`src/rtl/rc_code_pkg.sv`:
```
package rc_code_pkg;
  localparam int unsigned RC_W = 8;
  typedef logic [RC_W-1:0] rc_word_t;
  localparam rc_word_t RC_SEED = rc_word_t'(1);
  localparam int unsigned RC_FILL_W = $clog2(RC_W + 1);
endpackage

```
`src/rtl/rc_pattern_gen.sv`:
```
module rc_pattern_gen
  import rc_code_pkg::*;
(
  input  logic     clk,
  input  logic     rst_n,
  input  logic     send_btn,
  input  logic     tx_stb,
  input  rc_word_t tap_mask,
  output logic     tx_bit
);
  logic     send_q;
  rc_word_t gen_q, gen_d;
  logic     tx_q, tx_d;
  logic     first_press;
  logic     fb;

  always_comb begin
    first_press = send_btn & ~send_q;
    fb          = ^(gen_q & tap_mask);
    gen_d       = gen_q;
    tx_d        = tx_q;
    if (first_press) begin
      gen_d = RC_SEED;
    end else if (send_btn && tx_stb) begin
      gen_d = {gen_q[RC_W-2:0], fb};
      tx_d  = fb;
    end
    if (!send_btn) tx_d = 1'b0;
  end

  always_ff @(posedge clk or negedge rst_n) begin
    if (!rst_n) begin
      send_q <= 1'b0;
      gen_q  <= RC_SEED;
      tx_q   <= 1'b0;
    end else begin
      send_q <= send_btn;
      gen_q  <= gen_d;
      tx_q   <= tx_d;
    end
  end

  assign tx_bit = tx_q;

  AST_SEED_ON_PRESS: assert property (@(posedge clk) disable iff (!rst_n)
    (send_btn && !send_q) |=> (gen_q == RC_SEED));
  AST_TX_QUIET: assert property (@(posedge clk) disable iff (!rst_n)
    !send_btn |=> !tx_bit);
  AST_TX_HOLD: assert property (@(posedge clk) disable iff (!rst_n)
    (send_btn && send_q && !tx_stb) |=> $stable(tx_bit));
endmodule

```
`src/rtl/rc_bit_scorer.sv`:
```
module rc_bit_scorer
  import rc_code_pkg::*;
(
  input  logic     clk,
  input  logic     rst_n,
  input  logic     rx_bit,
  input  logic     rx_stb,
  input  rc_word_t tap_mask,
  output logic     hit,
  output logic     miss
);
  localparam logic [RC_FILL_W-1:0] FILL_FULL = RC_FILL_W'(RC_W);

  rc_word_t              hist_q, hist_d;
  logic [RC_FILL_W-1:0]  fill_q, fill_d;
  logic                  full;
  logic                  predicted;

  always_comb begin
    full      = (fill_q == FILL_FULL);
    predicted = ^(hist_q & tap_mask);
    hist_d    = hist_q;
    fill_d    = fill_q;
    hit       = 1'b0;
    miss      = 1'b0;
    if (rx_stb) begin
      hist_d = {hist_q[RC_W-2:0], rx_bit};
      if (!full) begin
        fill_d = fill_q + 1'b1;
      end else if (rx_bit == predicted) begin
        hit = 1'b1;
      end else begin
        miss = 1'b1;
      end
    end
  end

  always_ff @(posedge clk or negedge rst_n) begin
    if (!rst_n) begin
      hist_q <= '0;
      fill_q <= '0;
    end else begin
      hist_q <= hist_d;
      fill_q <= fill_d;
    end
  end

  AST_FILL_STEP: assert property (@(posedge clk) disable iff (!rst_n)
    (rx_stb && fill_q != FILL_FULL) |=> (fill_q == $past(fill_q) + 1'b1));
  AST_FILL_QUIET: assert property (@(posedge clk) disable iff (!rst_n)
    (fill_q != FILL_FULL) |-> (!hit && !miss));
  AST_HIST_NEWEST: assert property (@(posedge clk) disable iff (!rst_n)
    rx_stb |=> (hist_q[0] == $past(rx_bit)));
endmodule

```
`src/rtl/rc_run_tracker.sv`:
```
module rc_run_tracker #(
  parameter int unsigned QUAL_BITS = 256,
  parameter int unsigned HOLD_BITS = 512,
  parameter int unsigned IDLE_CLKS = 262144
) (
  input  logic clk,
  input  logic rst_n,
  input  logic rx_stb,
  input  logic hit,
  input  logic miss,
  output logic code_rx,
  output logic relay_on
);
  localparam int unsigned RUN_MAX = QUAL_BITS + HOLD_BITS;
  localparam int unsigned RUN_W   = $clog2(RUN_MAX + 1);
  localparam int unsigned IDLE_W  = $clog2(IDLE_CLKS + 1);
  localparam logic [RUN_W-1:0]  MAX_V  = RUN_W'(RUN_MAX);
  localparam logic [RUN_W-1:0]  QUAL_V = RUN_W'(QUAL_BITS);
  localparam logic [IDLE_W-1:0] IDLE_V = IDLE_W'(IDLE_CLKS);

  logic [RUN_W-1:0]  run_q, run_d;
  logic [IDLE_W-1:0] idle_q, idle_d;

  always_comb begin
    idle_d = idle_q;
    run_d  = run_q;
    if (rx_stb) begin
      idle_d = '0;
    end else if (idle_q != IDLE_V) begin
      idle_d = idle_q + 1'b1;
    end
    if (miss) begin
      run_d = '0;
    end else if (hit) begin
      if (run_q != MAX_V) run_d = run_q + 1'b1;
    end else if (!rx_stb && idle_d == IDLE_V) begin
      run_d = '0;
    end
  end

  always_ff @(posedge clk or negedge rst_n) begin
    if (!rst_n) begin
      run_q  <= '0;
      idle_q <= '0;
    end else begin
      run_q  <= run_d;
      idle_q <= idle_d;
    end
  end

  assign code_rx  = (run_q >= QUAL_V);
  assign relay_on = (run_q == MAX_V);

  AST_RUN_STEP: assert property (@(posedge clk) disable iff (!rst_n)
    (hit && run_q != MAX_V) |=> (run_q == $past(run_q) + 1'b1));
  AST_MISS_CLEARS: assert property (@(posedge clk) disable iff (!rst_n)
    miss |=> (!code_rx && !relay_on));
  AST_RELAY_NEEDS_CODE: assert property (@(posedge clk) disable iff (!rst_n)
    relay_on |-> code_rx);
  AST_RELAY_RISE_ON_HIT: assert property (@(posedge clk) disable iff (!rst_n)
    $rose(relay_on) |-> $past(hit));
  AST_IDLE_DROP: assert property (@(posedge clk) disable iff (!rst_n)
    (idle_q == IDLE_V) |-> (run_q == '0));
endmodule

```
`src/rtl/rc_code_unit.sv`:
```
module rc_code_unit
  import rc_code_pkg::*;
#(
  parameter int unsigned QUAL_BITS = 256,
  parameter int unsigned HOLD_BITS = 512,
  parameter int unsigned IDLE_CLKS = 262144
) (
  input  logic       clk,
  input  logic       rst_n,
  input  logic       rx_bit,
  input  logic       rx_stb,
  input  logic       tx_stb,
  input  logic       send_btn,
  input  logic [7:0] tap_mask,
  output logic       tx_bit,
  output logic       relay_on,
  output logic       code_rx
);
  logic hit;
  logic miss;

  rc_pattern_gen u_gen (
    .clk      (clk),
    .rst_n    (rst_n),
    .send_btn (send_btn),
    .tx_stb   (tx_stb),
    .tap_mask (tap_mask),
    .tx_bit   (tx_bit)
  );

  rc_bit_scorer u_scorer (
    .clk      (clk),
    .rst_n    (rst_n),
    .rx_bit   (rx_bit),
    .rx_stb   (rx_stb),
    .tap_mask (tap_mask),
    .hit      (hit),
    .miss     (miss)
  );

  rc_run_tracker #(
    .QUAL_BITS (QUAL_BITS),
    .HOLD_BITS (HOLD_BITS),
    .IDLE_CLKS (IDLE_CLKS)
  ) u_tracker (
    .clk      (clk),
    .rst_n    (rst_n),
    .rx_stb   (rx_stb),
    .hit      (hit),
    .miss     (miss),
    .code_rx  (code_rx),
    .relay_on (relay_on)
  );

  AST_RESET_QUIET: assert property (@(posedge clk)
    !rst_n |-> (!tx_bit && !code_rx && !relay_on));
endmodule

```
`config.mk`:
```
export PLATFORM = sky130hd
export DESIGN_NAME = rc_code_unit
export DESIGN_NICKNAME = d
export VERILOG_FILES = /design/src/rtl/rc_code_pkg.sv /design/src/rtl/rc_pattern_gen.sv /design/src/rtl/rc_bit_scorer.sv /design/src/rtl/rc_run_tracker.sv /design/src/rtl/rc_code_unit.sv
export SDC_FILE = /design/constraint.sdc
export NUM_CORES = 1
export LEC_CHECK = 0
export ABC_AREA = 1
export BUFFER_PORTS_ARGS = -buffer_cell sky130_fd_sc_hd__buf_2
export CORE_MARGIN = 2
export CORE_UTILIZATION = 45
export DETAILED_ROUTE_END_ITERATION = 8
export GPL_ROUTABILITY_DRIVEN = 0
export GPL_TIMING_DRIVEN = 0
export SETUP_SLACK_MARGIN = 0.2
export SYNTH_ARGS = -nofsm -noshare
export SYNTH_HDL_FRONTEND = slang
export SYNTH_HIERARCHICAL = 1
export SYNTH_SLANG_ARGS = --single-unit
```
`constraint.sdc`:
```
create_clock -name clk -period 3.8 [get_ports clk]
set_clock_uncertainty 0.1 [all_clocks]
set_input_delay 0.76 -clock clk [delete_from_list [all_inputs] [get_ports clk]]
set_output_delay 0.76 -clock clk [all_outputs]
set_load 0.02 [all_outputs]
```
; ---- Word-level counts from Yosys, hierarchy flattened
; Index checks and enable logic that the tools add are counted.
[totals]
register_bits = 51
latch_bits = 0
mem_bits_rw = 0
rom_bits = 0
in_bits = 14
out_inout_bits = 3
word_cells = 52
n_memories = 0
[classes]
n_addsub = 3
mul = 0
n_div = 0
magnitude_cmp = 1
n_eq_ne = 9
shifts = 0
mux = 17
n_bitwise = 5
n_reduce_logical = 10
[ops]
columns = op, n
row1 = 2-to-1 mux 10 bit, 4
row2 = 2-to-1 mux 19 bit, 2
row3 = "adder 19 x 1 -> 19 bit, second input constant", 1
row4 = "== test 19 bit, second input constant", 1
row5 = "inequality test 19 bit, second input constant", 1
row6 = bitwise AND 8 bit, 2
row7 = 2-to-1 mux 8 bit, 2
row8 = parity 8 bit, 2
row9 = "adder 10 x 1 -> 10 bit, second input constant", 1
row10 = "== test 10 bit, second input constant", 1
row11 = "greater-or-equal comparator 10 x 9 -> 1 bit, second input constant", 1
row12 = "inequality test 10 bit, second input constant", 1
row13 = 2-to-1 mux 1 bit, 9
row14 = AND reduction 2 bit, 3
row15 = "adder 4 x 1 -> 4 bit, second input constant", 1
row16 = "== test 4 bit, second input constant", 1
row17 = "inequality test 3 x 1 -> 1 bit, second input constant", 1
row18 = nonzero test 3 bit, 1
row19 = logical AND 1 bit, 2
row20 = "inequality test 2 x 1 -> 1 bit, second input constant", 1
row21 = "inequality test 2 bit, second input constant", 1
row22 = NOT 1 bit, 2
row23 = nonzero test 2 bit, 1
row24 = bitwise AND 1 bit, 1
row25 = 2 further kinds, 2

; ---- Logic depth before layout (Yosys ltp)
; Gate-level depths: netlist (run 1).
[logic_depth]
word_depth = 8
mapped_depth = 16
mapped_depth_nobuf = 16

; ---- Cells and area by module
; Netlist (run 1), hierarchy kept.
[modules_own_cells]
columns = mod, n_inst, cells_per_inst, area_each_um2, seq_area_each_um2
row1 = rc_run_tracker, 1, 309, 2068.2, 725.7
row2 = rc_bit_scorer, 1, 97, 695.7, 300.3
row3 = rc_pattern_gen, 1, 84, 584.3, 251.5

; ---- Worst setup path after synthesis (run 1)
; OpenSTA, ideal clock, no wires.
[synth_path]
kind = input to register
startpoint = input tap_mask[0]
endpoint = register u_tracker.run_q[9]
arrival_ns = 2.099
required_ns = 3.635
setup_slack_ns = 1.536
path_stages = 15
n_path_buf = 0
path_cell_list = nand2_1 > inv_1 > nand2_1 > nand2_1 > nand2_1 > nand2_2 > inv_1 > nand3_1 > a21oi_1 > inv_1 > nor2_1 > nand2_1 > a211oi_1 > nand2_1 > nand2_1
[synth_between]
elab_chain_cells = 8
elab_cells_between_ends = 14
[synth_rtl]
columns = item, line_no
row1 = "start, declared", rc_code_unit.sv:14  ; input logic [7:0] tap_mask,
row2 = bitwise AND 8 bit (*), rc_bit_scorer.sv:21  ; predicted = ^(hist_q & tap_mask);
row3 = parity 8 bit (*), rc_bit_scorer.sv:21
row4 = == test 1 bit (*), rc_bit_scorer.sv:30  ; end else if (rx_bit == predicted) begin
row5 = 2-to-1 mux 1 bit (*), rc_bit_scorer.sv:30
row6 = 2-to-1 mux 1 bit (*), rc_bit_scorer.sv:28  ; if (!full) begin
row7 = 2-to-1 mux 1 bit (*), rc_bit_scorer.sv:26  ; if (rx_stb) begin
row8 = via hit, rc_code_unit.sv:19  ; logic hit;
row9 = "inequality test 3 x 1 -> 1 bit (no line), or another cell as far along", -
row10 = AND reduction 2 bit (no line) or 2-to-1 mux 10 bit (tied branches), -
row11 = "end signal, assigned", rc_run_tracker.sv:46  ; run_q <= run_d;
row12 = "end, declared", rc_run_tracker.sv:21  ; logic [RUN_W-1:0] run_q, run_d;
; The timed path passes the listed nets; every way through them passes the cells marked *.
; A chain may end at the register's enable or synchronous reset.

; ---- Final worst setup path (run 1)
[layout_path]
startpoint = register u_tracker.run_q[7]
endpoint = output relay_on
[layout_between]
elab_chain_cells = 1
[layout_rtl]
columns = item, line_no
row1 = == test 10 bit, rc_run_tracker.sv:52  ; assign relay_on = (run_q == MAX_V);
row2 = "end, declared", rc_code_unit.sv:16  ; output logic relay_on,
; Every way passes these cells.

==> results of run 1 <==
-- metal layers --
metal	wire, um	global-route usage
met4	64	0.0526
met3	219	0.0259
met1	3390	0.245
met5	0	0
met2	3450	0.321
-- synthesized netlist by cell type, drive strengths merged, types with 2 or more instances --
master  instances  area share
nor3            8       0.012
buf             4       0.011
nand3          61        0.11
xnor2           2      0.0052
a21oi           6      0.0090
o21bai          2      0.0045
ha              6       0.022
o22ai           6       0.011
nand2         163        0.20
nor2           55       0.076
nand4           8       0.015
o21ai          19       0.028
dfrtp          50        0.37
inv            92        0.10
xor2            2      0.0052
-- stage by stage --
stage	power (uW)	area, um2	utilization	instances
2_1_floorplan	816	3350	-	490
3_3_place_gp	873	3550	0.492	605
3_5_place_dp	880	3550	0.492	605
4_1_cts	1210	3640	0.505	613
5_1_grt	1280	3640	0.505	613
6_report	1190	3640	0.505	613
-- where the power goes --
| group | switching [uW] | internal [uW] | leakage (uW) |
|---|---|---|---|
| clock | 193 | 130 | 0.0000483 |
| combinational | 141 | 89.7 | 0.00125 |
| sequential | 43.8 | 593 | 0.000683 |
| total | 378 | 813 | 0.00198 |
-- cells by family after synthesis --
group,count (synthesis)
fa+ha+maj,6
simple gates,298
compound gates,34
xor+xnor,4
flops,51
buf+inv,97
-- registers in the layout, summed over array words and instances (netlist names) --
| name | cells |
|---|---|
| u_gen/gen_q | 8 |
| u_gen/send_q | 1 |
| u_gen/tx_bit | 1 |
| u_scorer/fill_q | 4 |
| u_scorer/hist_q | 8 |
| u_tracker/idle_q | 19 |
| u_tracker/run_q | 10 |
-- final timing paths --
kind	slack (ps)	depth (start not counted)	start	end
max	1300	4	u_tracker/run_q[7]	relay_on
min	380	1	u_scorer/fill_q[3]	u_scorer/fill_q[3]
max reg2reg	1420	12	u_scorer/fill_q[0]	u_tracker/run_q[8]
min reg2reg	380	1	u_scorer/fill_q[3]	u_scorer/fill_q[3]
max in group asynchronous	2340	1	rst_n	u_gen/gen_q[3]
min in group asynchronous	570	1	rst_n	u_tracker/idle_q[8]
-- worst max-delay path, stage by stage, from the launching register on --
cell and delay [ps]:
dfrtp_1 450, nor4_1 430, nand2_1 100, nor2_1 160, buf_2 190
-- final cells by class --
| class | count | area [um2] | share of cell area |
|---|---|---|---|
| multi-input cells | 342 | 1680 | 0.463 |
| flip-flops and latches | 51 | 1280 | 0.351 |
| inverters | 93 | 349 | 0.0959 |
| well taps | 99 | 124 | 0.0340 |
| repair buffers | 16 | 80.1 | 0.0220 |
| clock buffers | 5 | 68.8 | 0.0189 |
| plain buffers | 4 | 37.5 | 0.0103 |
| clock inverters | 3 | 18.8 | 0.00516 |
==> out/metrics.yaml, run 1 <==
layout:
  drive_above_1_share: 0.156
  mostFrequentLayoutCell: "nand2_1"
  mostFrequentLayoutCells: "nand2_1 (144), inv_1 (86), dfrtp_1 (50)"
  final_nets: 533
  antenna_cells: 0
  area_growth_pct: 8.71
  nFillCells: 768
timing:
  max_freq_ghz: 0.399
  fin_crit_ps: 2500
  worst_hold_slack_ps: 381
  fin_crit_sh: 0.659
  slew_headroom: 0.242
  setup_tns_ps: 0
  max_slew.worst_pin.slew_ps: 1140
  finalHoldViolCount: 0
  setup_slack_ps: 1300
  rsz0062_at_grt: "no"
  final-max-slew-violation-count: 0
  setup-violations-final: 0
job:
  cap_violations: 0
placed_design:
  hpwl_um: 5370
  place_ws_ps: 1040
  portBuffers: 16
yosys:
  async_reset_ff_frac: 1.00
  synth_edf_count: 0
  synthAdderAreaFrac: 0.0224
  yosysUniqueCellTypes: 28
  synth_compound_area_frac: 0.0553
  synth_mux_area_frac: 0
  synth_ff_type: "dfrtp_1"
  synthSimpleGateAreaFrac: 0.415
  synthCells: 490
  synth_area_um2: 3350
  synth_top_family_by_area: "simple AND/OR/NAND/NOR gates"
  ys_seq_area_frac: 0.382
  avgSynthCellArea_um2: 6.83
  ys_warn_count: 6
  synth_xor_area_frac: 0.0105
  synth_nets: 510
  ys_ff_latch: 51
drt:
  ant_nets: 0
  routed_wl_um: 7130
  post_drt_wl_per_cell_um: 11.6
  vias: 3026
  drc: 0
  viasPerCell: 4.94
  drt_first_pass_iters: 5
  drt_iter0_drc: 177
global_routing:
  first_global_vias: 2821
  overflow: 0
  antenna_found_initial: 0
  grt_pass1_wl_um: 12600
  grt_usage: 0.186
  grt_max_degree: 52
clocking:
  cts_buffers: 5
  clkSlewWorstSetupHoldPaths_ps: 100
  postCtsSetupRepairBufs: 0
  h-tree-depth: 2
  cts_tree: "yes"
  cts_hold_buf: 0
  numClockSinks: 51
  clock-root-buffer: "clkbuf_8"
  clkLatencyLatePin_ps: 310
  clk_path_buf_depth: 2
  post_cts_resized: 0
floorplan:
  die_h_um: 90.3
  chipWidth_um: 90.3
  initial_core_util: 0.464
  ios: 17
  fp.coreArea_um2: 7210
  rows: 31
  die_area_um2: 8150
worst_setup_path:
  cp_max_fo: 5
  crit_arrival_ps: 1640
  crit_path_start_kind: "flop"
  path_class: "reg -> out"
  worstPathRequired_ps: 2940
  cp-end-kind: "primary output"
pwr:
  ir_drop_uv: 188
  p_leak_uw: 0.00198
  p_per_area_nw_per_um2: 327
status:
  status: "finished, final reports clean"
worst_hold_path:
  hp-class: "reg -> reg"
No activity file was read; power rests on OpenSTA's default activity.
==> inputs of run 2 (changes only) <==
- clock period: 3.8 -> 2.41 ns (I/O delays scaled with it)
==> run 2 against run 1 <==
  * Sequential power rose by 59%
  * Hold slack got worse by 180 ps
  * Sequential share of layout area fell by 1.1 points
  * Worst setup slack got worse by 1000 ps
  * Core utilization rose by 1.7 points
  * Count of clock-buffer cells in the layout did not move
  * Via count fell by 0.33%
  * Cell count rose by 0.82%
  * Wire length rose by 2.0%
==> out/metrics.yaml, run 2 (synthesis results as in run 1) <==
global_routing:
  grt_pass1_wl_um: 12600  # about the same
  grt_usage: 0.187  # was 0.186
  first_global_vias: 2802  # was 2,821
  overflow: 0  # unchanged
  antenna_found_initial: 0  # unchanged
  grt_max_degree: 52  # unchanged
pwr:
  p_int_uw: 1290  # was 813 uW
  p_comb_frac: 0.201  # was 0.194
  power_frac_clock: 0.269  # was 0.272
  p_per_area_nw_per_um2: 505  # was 327 nW/um2
  p_leak_uw: 0.00201  # was 0.00198 uW
  p_switching_uw: 608  # was 378 uW
  p_total_uw: 1900  # was 1190 uW
  switching_share: 0.320  # was 0.318
  ir_drop_uv: 298  # was 188 uV
  pwr-share-seq: 0.530  # was 0.534
worst_setup_path:
  path_class: "reg -> reg"  # was reg -> out
  cp-end-kind: "flop"  # was primary output
  cp_max_fo: 10  # was 5
  r2r_slack_ps: 300  # was 1420 ps
  r2r_start: "u_tracker/idle_q[1]"  # was u_scorer/fill_q[0]
  r2r-end: "u_tracker/run_q[0]"  # was u_tracker/run_q[8]
  rr_worst_depth: 13  # was 12
  worstPathRequired_ps: 2520  # was 2940 ps
  crit_arrival_ps: 2220  # was 1640 ps
  crit_start: "u_tracker/idle_q[1]"  # was u_tracker/run_q[7]
  crit_path_start_kind: "flop"  # unchanged
  worstSetupEndpoint: "u_tracker/run_q[0]"  # was relay_on
placed_design:
  hpwl_um: 5370  # unchanged
  portBuffers: 16  # unchanged
  dp.cells: 605  # unchanged
  place_ws_ps: -73.3  # was 1040 ps
timing:
  slew_headroom: 0.241  # was 0.242
  max_freq_ghz: 0.473
  setup_tns_ps: 0  # unchanged
  fin_crit_sh: 0.877
  finalHoldViolCount: 0  # unchanged
  fin_crit_ps: 2110
  max_slew.worst_pin.slew_ps: 1140  # about the same
  setup_slack_ps: 297  # was 1300 ps
  setup-violations-final: 0  # unchanged
  final-max-slew-violation-count: 0  # unchanged
  rsz0062_at_grt: "yes"  # was no
floorplan:
  die_h_um: 90.3  # unchanged
  ios: 17  # unchanged
  rows: 31  # unchanged
  fp.coreArea_um2: 7210  # unchanged
  initial_core_util: 0.464  # unchanged
  chipWidth_um: 90.3  # unchanged
  die_area_um2: 8150  # unchanged
worst_hold_path:
  hp-class: "in -> reg"  # was reg -> reg
  hold_depth: 1  # unchanged
  min_from: "send_btn"  # was u_scorer/fill_q[3]
clocking:
  numClockSinks: 51  # unchanged
  clkSlewWorstSetupHoldPaths_ps: 100  # about the same
  clkLatencyLatePin_ps: 310  # about the same
  cts_hold_buf: 0  # unchanged
  clk_path_buf_depth: 2  # unchanged
  h-tree-depth: 2  # unchanged
  cts_buffers: 5  # unchanged
  cts_tree: "yes"  # unchanged
  clock-root-buffer: "clkbuf_8"  # unchanged
layout:
  final_nets: 538  # was 533
  fin_cells: 618  # was 613
  utilization: 0.522  # was 0.505
  largest_reg_flops: 19  # unchanged
  nFillCells: 749  # was 768
  top_register: "u_tracker/idle_q"  # unchanged
  antenna_cells: 0  # unchanged
  drive_above_1_share: 0.197  # was 0.156
  mostFrequentLayoutCell: "nand2_1"  # unchanged
  area_growth_pct: 12.4  # was 8.71%
  largest_registers: "u_tracker/idle_q: 19 flops, u_tracker/run_q: 10 flops"  # unchanged
  mostFrequentLayoutCells: "nand2_1 (142), inv_1 (84), nand3_1 (47), dfrtp_1 (47), nor2_1 (37)"  # was nand2_1 (144), inv_1 (86), dfrtp_1 (50)
drt:
  ant_nets: 0  # unchanged
  drt_first_pass_iters: 4  # was 5
  drt_iter0_drc: 130  # was 177
  drc: 0  # unchanged
  routed_wl_um: 7270  # was 7130 um
  post_drt_wl_per_cell_um: 11.8  # was 11.6 um
  viasPerCell: 4.88  # was 4.94
  vias: 3016  # was 3,026
job:
  cap_violations: 0  # unchanged
status:
  status: "finished, final reports clean"  # unchanged
==> run 2: per-layer routing <==
layer	track usage	vias to the layer above	routed length (um)
met4	0.0474	0	77
met2	0.323	57	3540
met1	0.247	1379	3400
met3	0.0250	6	252
met5	0	-	0
li1	-	1574	-
==> run 2: power groups by stage <==
stage / clock network (uW) / registers [uW] / logic [uW]
2_1_floorplan: 0 / 1010 / 279
3_3_place_gp: 0 / 1020 / 360
3_5_place_dp: 0 / 1020 / 368
4_1_cts: 538 / 1000 / 371
5_1_grt: 570 / 1020 / 456
6_report: 510 / 1010 / 383
==> run 2: worst max-delay path, stage by stage (launching register included) <==
cell,delay [ps]
dfrtp_1,450
ha_4,200
nand2_4,90
nor2_4,60
or2_2,280
nand3_2,80
nand3_2,90
nor2_4,130
nand2_2,70
nor2_2,120
nand2_2,80
buf_8,160
nand3_2,60
nand2_1,50
==> run 2: area by class of cell <==
| class | instances | area (um2) | area share |
|---|---|---|---|
| buffer | 4 | 41.3 | 0.0110 |
| clock buffer | 5 | 68.8 | 0.0183 |
| clock inverter | 3 | 18.8 | 0.00499 |
| inverter | 93 | 349 | 0.0928 |
| multi-input combinational | 342 | 1760 | 0.468 |
| sequential | 51 | 1280 | 0.340 |
| tap | 99 | 124 | 0.0329 |
| timing repair buffer | 21 | 118 | 0.0313 |
==> run 2: worst min path at each step <==
stage / end
after floorplan: u_gen/gen_q[1]
after global placement: u_scorer/fill_q[3]
after detailed placement: u_scorer/fill_q[3]
after CTS: u_gen/send_q
after global routing: u_gen/send_q
final: u_gen/send_q
==> run 2: through the flow <==
| stage | cell area [um2] | hold WS, ps |
|---|---|---|
| after floorplan | 3350 | 86.4 |
| after global placement | 3550 | 364 |
| after detailed placement | 3550 | 364 |
| after CTS | 3650 | 194 |
| after global routing | 3760 | 192 |
| final | 3760 | 204 |
==> run 2: repair_timing <==
item,CTS,global route
pin swaps,0,7
gates resized for setup,3,21
buffers inserted,0,5
endpoints found under the setup margin,5,11
endpoints found under the hold margin,0,0
==> inputs of run 3 (changes only) <==
- clock period: 2.41 -> 2.7 ns (I/O delays scaled with it)
==> run 3 against run 2 <==
  * Worst setup slack better by 130 ps
  * Hold slack gained 57 ps
  * Final area is 3.1% lower
  * Via count about the same
  * Core utilization is 1.6 points lower
  * Sequential cell count unchanged
  * Largest power group unchanged
  * Die area unchanged
  * Wire length decreased by 2.2%
  * Total power is 12% lower
  * Clock power down 11%
  * Critical path depth decreased by 9
  * Non-clock buffer count down 5
==> out/metrics.yaml, run 3 (synthesis results as in run 1) <==
floorplan:
  fp.coreArea_um2: 7210  # unchanged
  ios: 17  # unchanged
  die_h_um: 90.3  # unchanged
  initial_core_util: 0.464  # unchanged
  die_area_um2: 8150  # unchanged
  rows: 31  # unchanged
  chipWidth_um: 90.3  # unchanged
worst_setup_path:
  r2r_start: "u_tracker/idle_q[0]"  # was u_tracker/idle_q[1]
  critPathBufInv: 1  # unchanged
  crit_chain: "nor4_1, nand2_1, nor2_1, buf_2"  # was ha_4, nand2_4, nor2_4, or2_2, nand3_2, nand3_2, nor2_4, nand2_2, nor2_2, nand2_2, buf_8, nand3_2, nand2_1
  rr_worst_depth: 13  # unchanged
  cp_slowest_cell: "dfrtp_1"  # unchanged
  path_class: "reg -> out"  # was reg -> reg
  r2r-end: "u_tracker/run_q[0]"  # unchanged
  r2r_slack_ps: 490  # was 300 ps
  cp-end-kind: "primary output"  # was flop
  cp_max_fo: 5  # was 10
  max_stage_delay_ps: 450  # about the same
  crit_path_start_kind: "flop"  # unchanged
  worstPathRequired_ps: 2060  # was 2520 ps
  crit_arrival_ps: 1640  # was 2220 ps
  cp_top_family: "simple AND/OR/NAND/NOR gates"  # unchanged
timing:
  slew_headroom: 0.243  # was 0.241
  fin_crit_ps: 2280
  setup-violations-final: 0  # unchanged
  finalHoldViolCount: 0  # unchanged
  final-max-slew-violation-count: 0  # unchanged
  worst_hold_slack_ps: 262  # was 204 ps
  setup_tns_ps: 0  # unchanged
  fin_crit_sh: 0.844
  max_freq_ghz: 0.439
  max_slew.worst_pin.slew_ps: 1140  # about the same
  rsz0062_at_grt: "no"  # was yes
clocking:
  clk_path_buf_depth: 2  # unchanged
  clock-root-buffer: "clkbuf_8"  # unchanged
  cts_buffers: 5  # unchanged
  postCtsSetupRepairBufs: 0  # unchanged
  numClockSinks: 51  # unchanged
  cts_hold_buf: 0  # unchanged
  clkLatencyLatePin_ps: 310  # about the same
  clkSlewWorstSetupHoldPaths_ps: 100  # about the same
  cts_tree: "yes"  # unchanged
  h-tree-depth: 2  # unchanged
layout:
  top_register: "u_tracker/idle_q"  # unchanged
  nFillCells: 768  # was 749
  area_growth_pct: 8.93  # was 12.4%
  largest_registers: "u_tracker/idle_q: 19 flops, u_tracker/run_q: 10 flops"  # unchanged
  final_nets: 533  # was 538
  antenna_cells: 0  # unchanged
  largest_reg_flops: 19  # unchanged
  mostFrequentLayoutCells: "nand2_1 (144), inv_1 (86), dfrtp_1 (50)"  # was nand2_1 (142), inv_1 (84), nand3_1 (47), dfrtp_1 (47), nor2_1 (37)
  drive_above_1_share: 0.158  # was 0.197
  mostFrequentLayoutCell: "nand2_1"  # unchanged
worst_hold_path:
  hp-class: "in -> reg"  # unchanged
  hold_depth: 1  # unchanged
  worstHoldEndpoint: "u_gen/send_q"  # unchanged
  min_from: "send_btn"  # unchanged
drt:
  post_drt_wl_per_cell_um: 11.6  # was 11.8 um
  vias: 3019  # was 3,016
  drt_iter0_drc: 174  # was 130
  ant_nets: 0  # unchanged
  drt_first_pass_iters: 4  # unchanged
  routed_wl_um: 7110  # was 7270 um
  viasPerCell: 4.92  # was 4.88
  drc: 0  # unchanged
global_routing:
  grt_usage: 0.186  # was 0.187
  grt_max_degree: 52  # unchanged
  first_global_vias: 2821  # was 2,802
  grt_pass1_wl_um: 12600  # about the same
  antenna_found_initial: 0  # unchanged
  overflow: 0  # unchanged
pwr:
  p_int_uw: 1140  # was 1290 uW
  p_per_area_nw_per_um2: 459  # was 505 nW/um2
  p_comb_frac: 0.195  # was 0.201
  switching_share: 0.317  # was 0.320
  power_frac_clock: 0.271  # was 0.269
  p_switching_uw: 531  # was 608 uW
  pwr-share-seq: 0.535  # was 0.530
  ir_drop_uv: 264  # was 298 uV
  p_leak_uw: 0.00198  # was 0.00201 uW
placed_design:
  portBuffers: 16  # unchanged
  hpwl_um: 5370  # unchanged
status:
  status: "finished, final reports clean"  # unchanged
job:
  cap_violations: 0  # unchanged
-- run 3: per-layer routing --
metal | GRT usage | wire [um] | vias up
li1 | - | - | 1566
met1 | 0.245 | 3350 | 1381
met2 | 0.321 | 3420 | 64
met3 | 0.0259 | 241 | 8
met4 | 0.0526 | 90 | 0
met5 | 0 | 0 | -
-- run 3: what timing repair did --
action                                  in CTS  in global routing
endpoints found under the setup margin       0                  5
resized for setup                            0                  2
endpoints found under the hold margin        0                  0
-- run 3: final cells by class --
class	instances	area, um2	area share
Multi-Input combinational cell	342	1690	0.464
Buffer	4	37.5	0.0103
Sequential cell	51	1280	0.350
Timing Repair Buffer	16	80.1	0.0220
Clock buffer	5	68.8	0.0189
Clock inverter	3	18.8	0.00515
Inverter	93	349	0.0957
Tap cell	99	124	0.0340
-- run 3: worst max path at each step --
stage                             startpoint                  to  slack, ps  cells after the start
after global placement           tap_mask[0]  u_tracker/run_q[8]        210                     16
after global routing      u_scorer/fill_q[0]  u_tracker/run_q[8]        240                     12
final                     u_tracker/run_q[7]            relay_on        420                      4
after detailed placement         tap_mask[0]  u_tracker/run_q[8]        160                     16
after CTS                 u_scorer/fill_q[0]  u_tracker/run_q[8]        310                     12
after floorplan                  tap_mask[0]  u_tracker/run_q[9]        660                     15
-- run 3: power groups by stage --
stage	clock [uW]	combinational, uW	sequential (uW)
final	454	326	896
after global routing	509	391	907
after CTS	480	330	896
after detailed placement	0	329	910
after global placement	0	321	907
after floorplan	0	249	898
-- run 3: through the flow --
stage | cells | utilization | setup WS, ps | total power [uW] | instance area (um2)
finish | 613 | 0.506 | 423 | 1680 | 3650
global route | 613 | 0.506 | 238 | 1810 | 3650
CTS | 613 | 0.505 | 314 | 1710 | 3640
detailed placement | 605 | 0.492 | 159 | 1240 | 3550
global placement | 605 | 0.492 | 209 | 1230 | 3550
floorplan | 490 | - | 656 | 1150 | 3350
